===== src/rtl/i2cm_pkg.sv =====
package i2cm_pkg;
    typedef enum logic [2:0] {
        ST_IDLE,
        ST_TX_LOW,
        ST_TX_HIGH,
        ST_RX_LOW,
        ST_RX_HIGH,
        ST_ACK_LOW,
        ST_ACK_HIGH
    } phase_e;
endpackage


===== src/rtl/i2cm_baud.sv =====
module i2cm_baud #(
    parameter int DIV_W = 8
) (
    input  logic             clk,
    input  logic             rst_n,
    input  logic             run,
    input  logic [DIV_W-1:0] reload,
    output logic             tick,
    output logic             mid
);
    logic [DIV_W-1:0] cnt;

    always_ff @(posedge clk or negedge rst_n) begin
        if (!rst_n)          cnt <= '0;
        else if (!run)       cnt <= reload;
        else if (cnt == '0)  cnt <= reload;
        else                 cnt <= cnt - 1'b1;
    end

    assign tick = run && (cnt == '0);
    assign mid  = run && (cnt == (reload >> 1));

    // within a phase the counter steps down by one each clock
    assert_count_step_R2: assert property (@(posedge clk) disable iff (!rst_n)
        (run && !tick) |=> (cnt == $past(cnt) - 1'b1));
endmodule


===== src/rtl/i2cm_shifter.sv =====
module i2cm_shifter #(
    parameter int DATA_W = 8
) (
    input  logic              clk,
    input  logic              rst_n,
    input  logic              load,
    input  logic [DATA_W-1:0] load_val,
    input  logic              shift,
    input  logic              fill,
    output logic [DATA_W-1:0] q,
    output logic [DATA_W-1:0] nxt
);
    assign nxt = {q[DATA_W-2:0], fill};

    always_ff @(posedge clk or negedge rst_n) begin
        if (!rst_n)     q <= '0;
        else if (load)  q <= load_val;
        else if (shift) q <= nxt;
    end
endmodule


===== src/rtl/i2c_byte_master.sv =====
module i2c_byte_master
    import i2cm_pkg::*;
#(
    parameter int DATA_W = 8,
    parameter int DIV_W  = 8
) (
    input  logic              clk,
    input  logic              rst_n,
    input  logic [DIV_W-1:0]  reload_val,
    input  logic [DATA_W-1:0] tx_data,
    input  logic              tx_wr,
    input  logic              rx_start,
    input  logic              ack_start,
    input  logic              ack_value,
    input  logic              rx_rd,
    input  logic              clr_wcol,
    input  logic              clr_ov,
    input  logic              clr_done,
    input  logic              sda_in,
    output logic              scl_drive_low,
    output logic              sda_drive_low,
    output logic [DATA_W-1:0] rx_data,
    output logic              buf_full,
    output logic              wcol,
    output logic              rx_ov,
    output logic              ack_stat,
    output logic              done,
    output logic              rx_busy
);
    localparam int CNT_W = $clog2(DATA_W + 1);
    localparam logic [CNT_W-1:0] TX_ACK_BIT = CNT_W'(DATA_W);
    localparam logic [CNT_W-1:0] TX_LAST    = CNT_W'(DATA_W - 1);
    localparam logic [CNT_W-1:0] RX_LAST    = CNT_W'(DATA_W - 1);

    phase_e            state, nstate;
    logic [CNT_W-1:0]  bitcnt;
    logic              tick, mid, idle, ack_bit;
    logic              tx_go, rx_go, ack_go, tx_step, tx_end, rx_step, rx_end, ack_end, in_tx;
    logic [DATA_W-1:0] sh_q, sh_nxt;

    assign idle    = (state == ST_IDLE);
    assign in_tx   = (state == ST_TX_LOW) || (state == ST_TX_HIGH);
    assign tx_go   = idle && tx_wr;
    assign rx_go   = idle && !tx_wr && rx_start;
    assign ack_go  = idle && !tx_wr && !rx_start && ack_start;
    assign tx_step = (state == ST_TX_HIGH) && tick && (bitcnt != TX_ACK_BIT);
    assign tx_end  = (state == ST_TX_HIGH) && tick && (bitcnt == TX_ACK_BIT);
    assign rx_step = (state == ST_RX_HIGH) && tick && (bitcnt != RX_LAST);
    assign rx_end  = (state == ST_RX_HIGH) && tick && (bitcnt == RX_LAST);
    assign ack_end = (state == ST_ACK_HIGH) && tick;

    i2cm_baud #(.DIV_W(DIV_W)) baud_i (
        .clk(clk), .rst_n(rst_n), .run(!idle), .reload(reload_val),
        .tick(tick), .mid(mid)
    );

    i2cm_shifter #(.DATA_W(DATA_W)) shift_i (
        .clk(clk), .rst_n(rst_n), .load(tx_go), .load_val(tx_data),
        .shift(tx_step || ((state == ST_RX_HIGH) && mid)),
        .fill((state == ST_RX_HIGH) ? sda_in : 1'b0),
        .q(sh_q), .nxt(sh_nxt)
    );

    // next-state logic
    always_comb begin
        nstate = state;
        unique case (state)
            ST_IDLE: begin
                if (tx_wr)          nstate = ST_TX_LOW;
                else if (rx_start)  nstate = ST_RX_LOW;
                else if (ack_start) nstate = ST_ACK_LOW;
            end
            ST_TX_LOW:   if (tick) nstate = ST_TX_HIGH;
            ST_TX_HIGH:  if (tick) nstate = (bitcnt == TX_ACK_BIT) ? ST_IDLE : ST_TX_LOW;
            ST_RX_LOW:   if (tick) nstate = ST_RX_HIGH;
            ST_RX_HIGH:  if (tick) nstate = (bitcnt == RX_LAST) ? ST_IDLE : ST_RX_LOW;
            ST_ACK_LOW:  if (tick) nstate = ST_ACK_HIGH;
            ST_ACK_HIGH: if (tick) nstate = ST_IDLE;
            default:     nstate = ST_IDLE;
        endcase
    end

    // state register
    always_ff @(posedge clk or negedge rst_n) begin
        if (!rst_n) state <= ST_IDLE;
        else        state <= nstate;
    end

    // bus clock output
    always_comb begin
        scl_drive_low = !((state == ST_TX_HIGH) || (state == ST_RX_HIGH) || (state == ST_ACK_HIGH));
    end

    // registered outputs, counters and flags
    always_ff @(posedge clk or negedge rst_n) begin
        if (!rst_n) begin
            bitcnt        <= '0;
            sda_drive_low <= 1'b0;
            ack_bit       <= 1'b1;
            ack_stat      <= 1'b0;
            rx_data       <= '0;
            buf_full      <= 1'b0;
            rx_ov         <= 1'b0;
            wcol          <= 1'b0;
            done          <= 1'b0;
            rx_busy       <= 1'b0;
        end else begin
            if (tx_go || rx_go || ack_go)  bitcnt <= '0;
            else if (tx_step || rx_step)   bitcnt <= bitcnt + 1'b1;

            if (tx_go)        sda_drive_low <= ~tx_data[DATA_W-1];
            else if (tx_step) sda_drive_low <= (bitcnt == TX_LAST) ? 1'b0 : ~sh_nxt[DATA_W-1];
            else if (rx_go)   sda_drive_low <= 1'b0;
            else if (ack_go)  sda_drive_low <= ~ack_value;

            if ((state == ST_TX_HIGH) && mid) ack_bit <= sda_in;
            if (tx_end) ack_stat <= mid ? sda_in : ack_bit;

            if (rx_end) rx_data <= mid ? sh_nxt : sh_q;

            if (tx_go || rx_end)                        buf_full <= 1'b1;
            else if (tx_step && (bitcnt == TX_LAST))    buf_full <= 1'b0;
            else if (rx_rd && !in_tx)                   buf_full <= 1'b0;

            if (rx_end && buf_full) rx_ov <= 1'b1;
            else if (clr_ov)        rx_ov <= 1'b0;

            if (tx_wr && !idle) wcol <= 1'b1;
            else if (clr_wcol)  wcol <= 1'b0;

            if (tx_end || rx_end || ack_end) done <= 1'b1;
            else if (clr_done)               done <= 1'b0;

            if (rx_go)       rx_busy <= 1'b1;
            else if (rx_end) rx_busy <= 1'b0;
        end
    end

    // SCL only moves on a baud tick
    assert_scl_on_tick_R2: assert property (@(posedge clk) disable iff (!rst_n)
        (!idle && !tick) |=> $stable(scl_drive_low));
    // SDA is stable while SCL is high during transmit
    assert_tx_high_stable_R2: assert property (@(posedge clk) disable iff (!rst_n)
        (state == ST_TX_HIGH && $past(state) == ST_TX_HIGH) |-> $stable(sda_drive_low));
    // ninth transmit clock has SDA released and buffer empty
    assert_ack_slot_release_R3: assert property (@(posedge clk) disable iff (!rst_n)
        (state == ST_TX_LOW && bitcnt == TX_ACK_BIT) |-> (!sda_drive_low && !buf_full));
    // SDA is left untouched while idle
    assert_idle_hold_R5: assert property (@(posedge clk) disable iff (!rst_n)
        (idle && $past(state) == ST_IDLE) |-> ($stable(sda_drive_low) && scl_drive_low));
    // collision flag is sticky
    assert_wcol_sticky_R6: assert property (@(posedge clk) disable iff (!rst_n)
        (wcol && !clr_wcol) |=> wcol);
    // overflow only arises over a full buffer
    assert_ov_needs_full_R9: assert property (@(posedge clk) disable iff (!rst_n)
        $rose(rx_ov) |-> $past(buf_full));
    // receive command outside idle is ignored
    assert_rx_cmd_ignored_R10: assert property (@(posedge clk) disable iff (!rst_n)
        (!idle && rx_start && !rx_busy) |=> !rx_busy);
    // completion flag is sticky
    assert_done_sticky_R12: assert property (@(posedge clk) disable iff (!rst_n)
        (done && !clr_done) |=> done);
endmodule


===== config.mk =====
export PLATFORM = sky130hd
export DESIGN_NAME = i2c_byte_master
export DESIGN_NICKNAME = d
export VERILOG_FILES = /design/src/rtl/i2cm_pkg.sv /design/src/rtl/i2cm_baud.sv /design/src/rtl/i2cm_shifter.sv /design/src/rtl/i2c_byte_master.sv
export SDC_FILE = /design/constraint.sdc
export NUM_CORES = 1
export LEC_CHECK = 0
export ABC_CLOCK_PERIOD_IN_PS = 2930
export BUFFER_PORTS_ARGS = -buffer_cell sky130_fd_sc_hd__buf_4
export CAP_MARGIN = 20
export CORE_AREA = 2 2 58 74
export CTS_BUF_LIST = sky130_fd_sc_hd__clkbuf_8
export DETAILED_ROUTE_END_ITERATION = 7
export DIE_AREA = 0 0 60 76
export GPL_ROUTABILITY_DRIVEN = 1
export PLACE_DENSITY_LB_ADDON = 0.1
export SETUP_SLACK_MARGIN = 0.5
export SLEW_MARGIN = 5
export SYNTH_ARGS = -nofsm -noshare
export SYNTH_HDL_FRONTEND = slang
export SYNTH_SLANG_ARGS = --single-unit

===== constraint.sdc =====
create_clock -name clk -period 2.93 [get_ports clk]
set_input_delay 0.1465 -clock clk [delete_from_list [all_inputs] [get_ports clk]]
set_output_delay 0.1465 -clock clk [all_outputs]
set_load 0.05 [all_outputs]

==> summary.md <==
| Metric | Value |
|---|---|
| Worst slew margin | 0.362 |
| Vias per cell | around 5.4 |
| H-tree lvl count | 2 |
| Synth area leader | dfrtp_1 |
| Critical path type | flop to flop |
| Worst path cell trace | or4_4 -> or4b_4 -> or3_4 -> buf_6 -> a22o_1 |
| Largest net degree at the start of global routing | 40 |
| Total GRT Usage | 0.222 |
| Part of the cycle the worst path needs | 0.820 |
| CTS buffer count | 5 |
| Row Count | 26 |
| Final Skew | between 0.008 and 0.009 ns |
| Crit path max-delay family | simple AND/OR/NAND/NOR gates |
| CTS tree | yes |
| Max Freq | around 0.42 GHz |
| GP Congestion | between 0.7 and 0.8 |
| CTS Sinks | 39 |
| Register area share after synthesis | 0.456 |
| Worst setup SP type | flop |
| DRC viols | 0 |
| Multi-input logic area | between 1000 and 1500 µm² |
| Worst Tran Pin Value | 0.953 ns |
| FF/Latch Area | approximately 1000 µm² |
| Final setup fails | 0 |
| CP Data Arrival Time | between 2 and 3 ns |
| Final antenna-violating net count | 0 |
| Detailed router's first-iteration violation count | 90 |
| Worst-path clk slew | about 0.070 ns |
| CP max stage cell | or4_4 |
| Number of buffers added on ports | between 40 and 50 |
| Initial core utilization | 0.545 |
| Root Driver | clkbuf_8 |
| Unrepaired setup endpoints after global routing | yes |
| Initial antenna violation count | 0 |
| Post-synth cell types | between 40 and 50 |
| Worst Path Required | 3.10 ns |
| CP Buf/Inv Count | 1 |
| Post-synth ARST share | 1.00 |
| Main flop type after synthesis | dfrtp_1 |
| Routed vias | 1769 |
| Die Width | roughly 60 µm |
| Ys Warns | 0 |
| Post-synth top area share | 0.444 |
| Hold Fails Final Rpt | 0 |
| VDD IR max | approximately 0.56 mV |
| Setup TNS | 0 ns |
| Congestion Overflow GR | 0 |
| Area Growth Syn to Fin | 24.5% |
| Post-synth EDFFs | 0 |
| Area after DPL | 2520 µm² |
| Worst-path maximum fanout | 11 |
| CP Capture Type | flop |
| Top cells by area, synth | dfrtp_1 44%, mux2i_1 4.7%, a21oi_1 3.3%, o21ai_0 3.3%, xor2_1 3.3% |
| Avg Cell Area, Syn | about 9.7 µm² |
| Flops & latches, synth | 39 |
| Die ar. | between 4000 and 5000 µm² |
| Final non-filler cell area | around 2700 µm² |
| Max-cap violations | 0 |
| Hold Crit Class | primary input to flop |
| DRT Pass-1 Iters | 4 |
| Synth cell count leaders | 38 x dfrtp_1, 18 x nor2_1, 15 x nand2_1 |
| Global-route wire length before repair | a little under 8000 µm |
| Cell Area, Synth | approximately 2100 µm² |
| Diodes inserted | 0 |
| Fin worst setup slack | around 0.53 ns |
| Hpwl dp | about 3300 µm |
| Period minus WS final | about 2.4 ns |
| Pwr/cell area | between 700 and 800 nW/µm² |
| Net Count, Synth | approximately 250 |
| CP max stage delay | between 0.5 and 0.6 ns |
| Max Slew Vio Count | 0 |
| Syn Inst Count | about 220 |
| Core ar. | slightly below 4000 µm² |
| Wirelength, routed | about 4600 µm |
| Die Span Y | approximately 76 µm |
| P_leak | 0.00127 µW |
| Worst slack, placed | 0.423 ns |
| Clock Latency Late Sink | 0.29 ns |
| CTS Buffer Depth | 2 |
| WL/cell | around 14 µm |
| Vias in the first global route | ~1800 |
| Nets | 301 |
| Layout cells sized above 1 | 0.278 |
| Most common cell in the netlist | dfrtp_1 |
| I/O pin total | 43 |
| Status | completed |
| # fillers | between 300 and 400 |
-- final cells by class --
| type | instances | share of cell area |
|---|---|---|
| Multi-Input combinational cell | 160 | 0.409 |
| Sequential cell | 39 | 0.366 |
| Timing Repair Buffer | 52 | 0.149 |
| Clock buffer | 6 | 0.0309 |
| Tap cell | 56 | 0.0263 |
| Inverter | 12 | 0.0169 |
| Clock inverter | 1 | 0.00188 |
-- sequential cells by signal (all words and copies together) (netlist names) --
signal and cells:
ack_bit 1, ack_stat 1, baud_i.cnt 8, bitcnt 4, buf_full 1, done 1
rx_busy 1, rx_data 8, rx_ov 1, sda_drive_low 1, shift_i.q 8, state 3
wcol 1
-- logic make-up after synthesis --
group           synth area share
fa+ha+maj                 0.0234
compound gates             0.189
xor+xnor                  0.0613
mux                       0.0677
buf+inv                   0.0409
flops                      0.456
simple gates               0.162
-- path summary, 6_finish.rpt --
check                              start          to  slack, ns  cells after the start
setup / recovery           baud_i.cnt[4]     rx_busy       0.53                      5
hold / removal                    clr_ov       rx_ov       0.05                      2
setup reg to reg           baud_i.cnt[4]     rx_busy       0.53                      5
hold reg to reg               rx_data[2]  rx_data[2]       0.48                      2
max in group asynchronous          rst_n     ack_bit       2.20                      2
min in group asynchronous          rst_n  rx_data[7]       0.36                      2
-- repair_timing --
item                       4_1_cts  5_1_grt
pin swaps                        1        2
buffers inserted                 4        0
hold buffers                     1        0
hold endpoints to repair        38        0
resized for setup                2        1
setup endpoints to repair        2       12
-- metal layers --
metal,track usage,vias to the layer above,part of all wire,routed length [µm]
met5,0,-,0,0
met4,0.0778,0,0.017,76
met3,0.0458,7,0.032,145
met2,0.401,36,0.55,2540
met1,0.245,834,0.40,1820
li1,-,892,-,-
-- stage by stage --
step / instances / power (µW) / hold WS (ns) / util
after floorplan: 222 / 1470 / -0.149 / -
after global placement: 314 / 1650 / 0.147 / 0.641
after detailed placement: 314 / 1670 / 0.148 / 0.641
after CTS: 326 / 2070 / 0.0424 / 0.676
after global routing: 326 / 2220 / 0.0462 / 0.678
final: 326 / 2070 / 0.0453 / 0.678
-- report_power, final --
| part | internal [µW] | switching (µW) |
|---|---|---|
| clock network | 185 | 176 |
| logic | 406 | 396 |
| registers | 712 | 194 |
-- placed cells by master, fill, tap and decap left out, drive strengths merged, types with 2 or more instances in the layout --
cell type,n
a21boi,6
clkbuf,6
nor3b,2
nand4,2
mux2,4
xor2,8
dfrtp,38
inv,12
nand3b,2
nor3,6
nand3,7
buf,51
ha,4
a21oi,14
a31o,6
mux2i,10
nor2b,2
or3,2
nand2,15
o22a,6
nor2,19
a311oi,2
nor4,3
o21ai,14
xnor2,7
and3,2
Power figures use the tool's default switching activity.
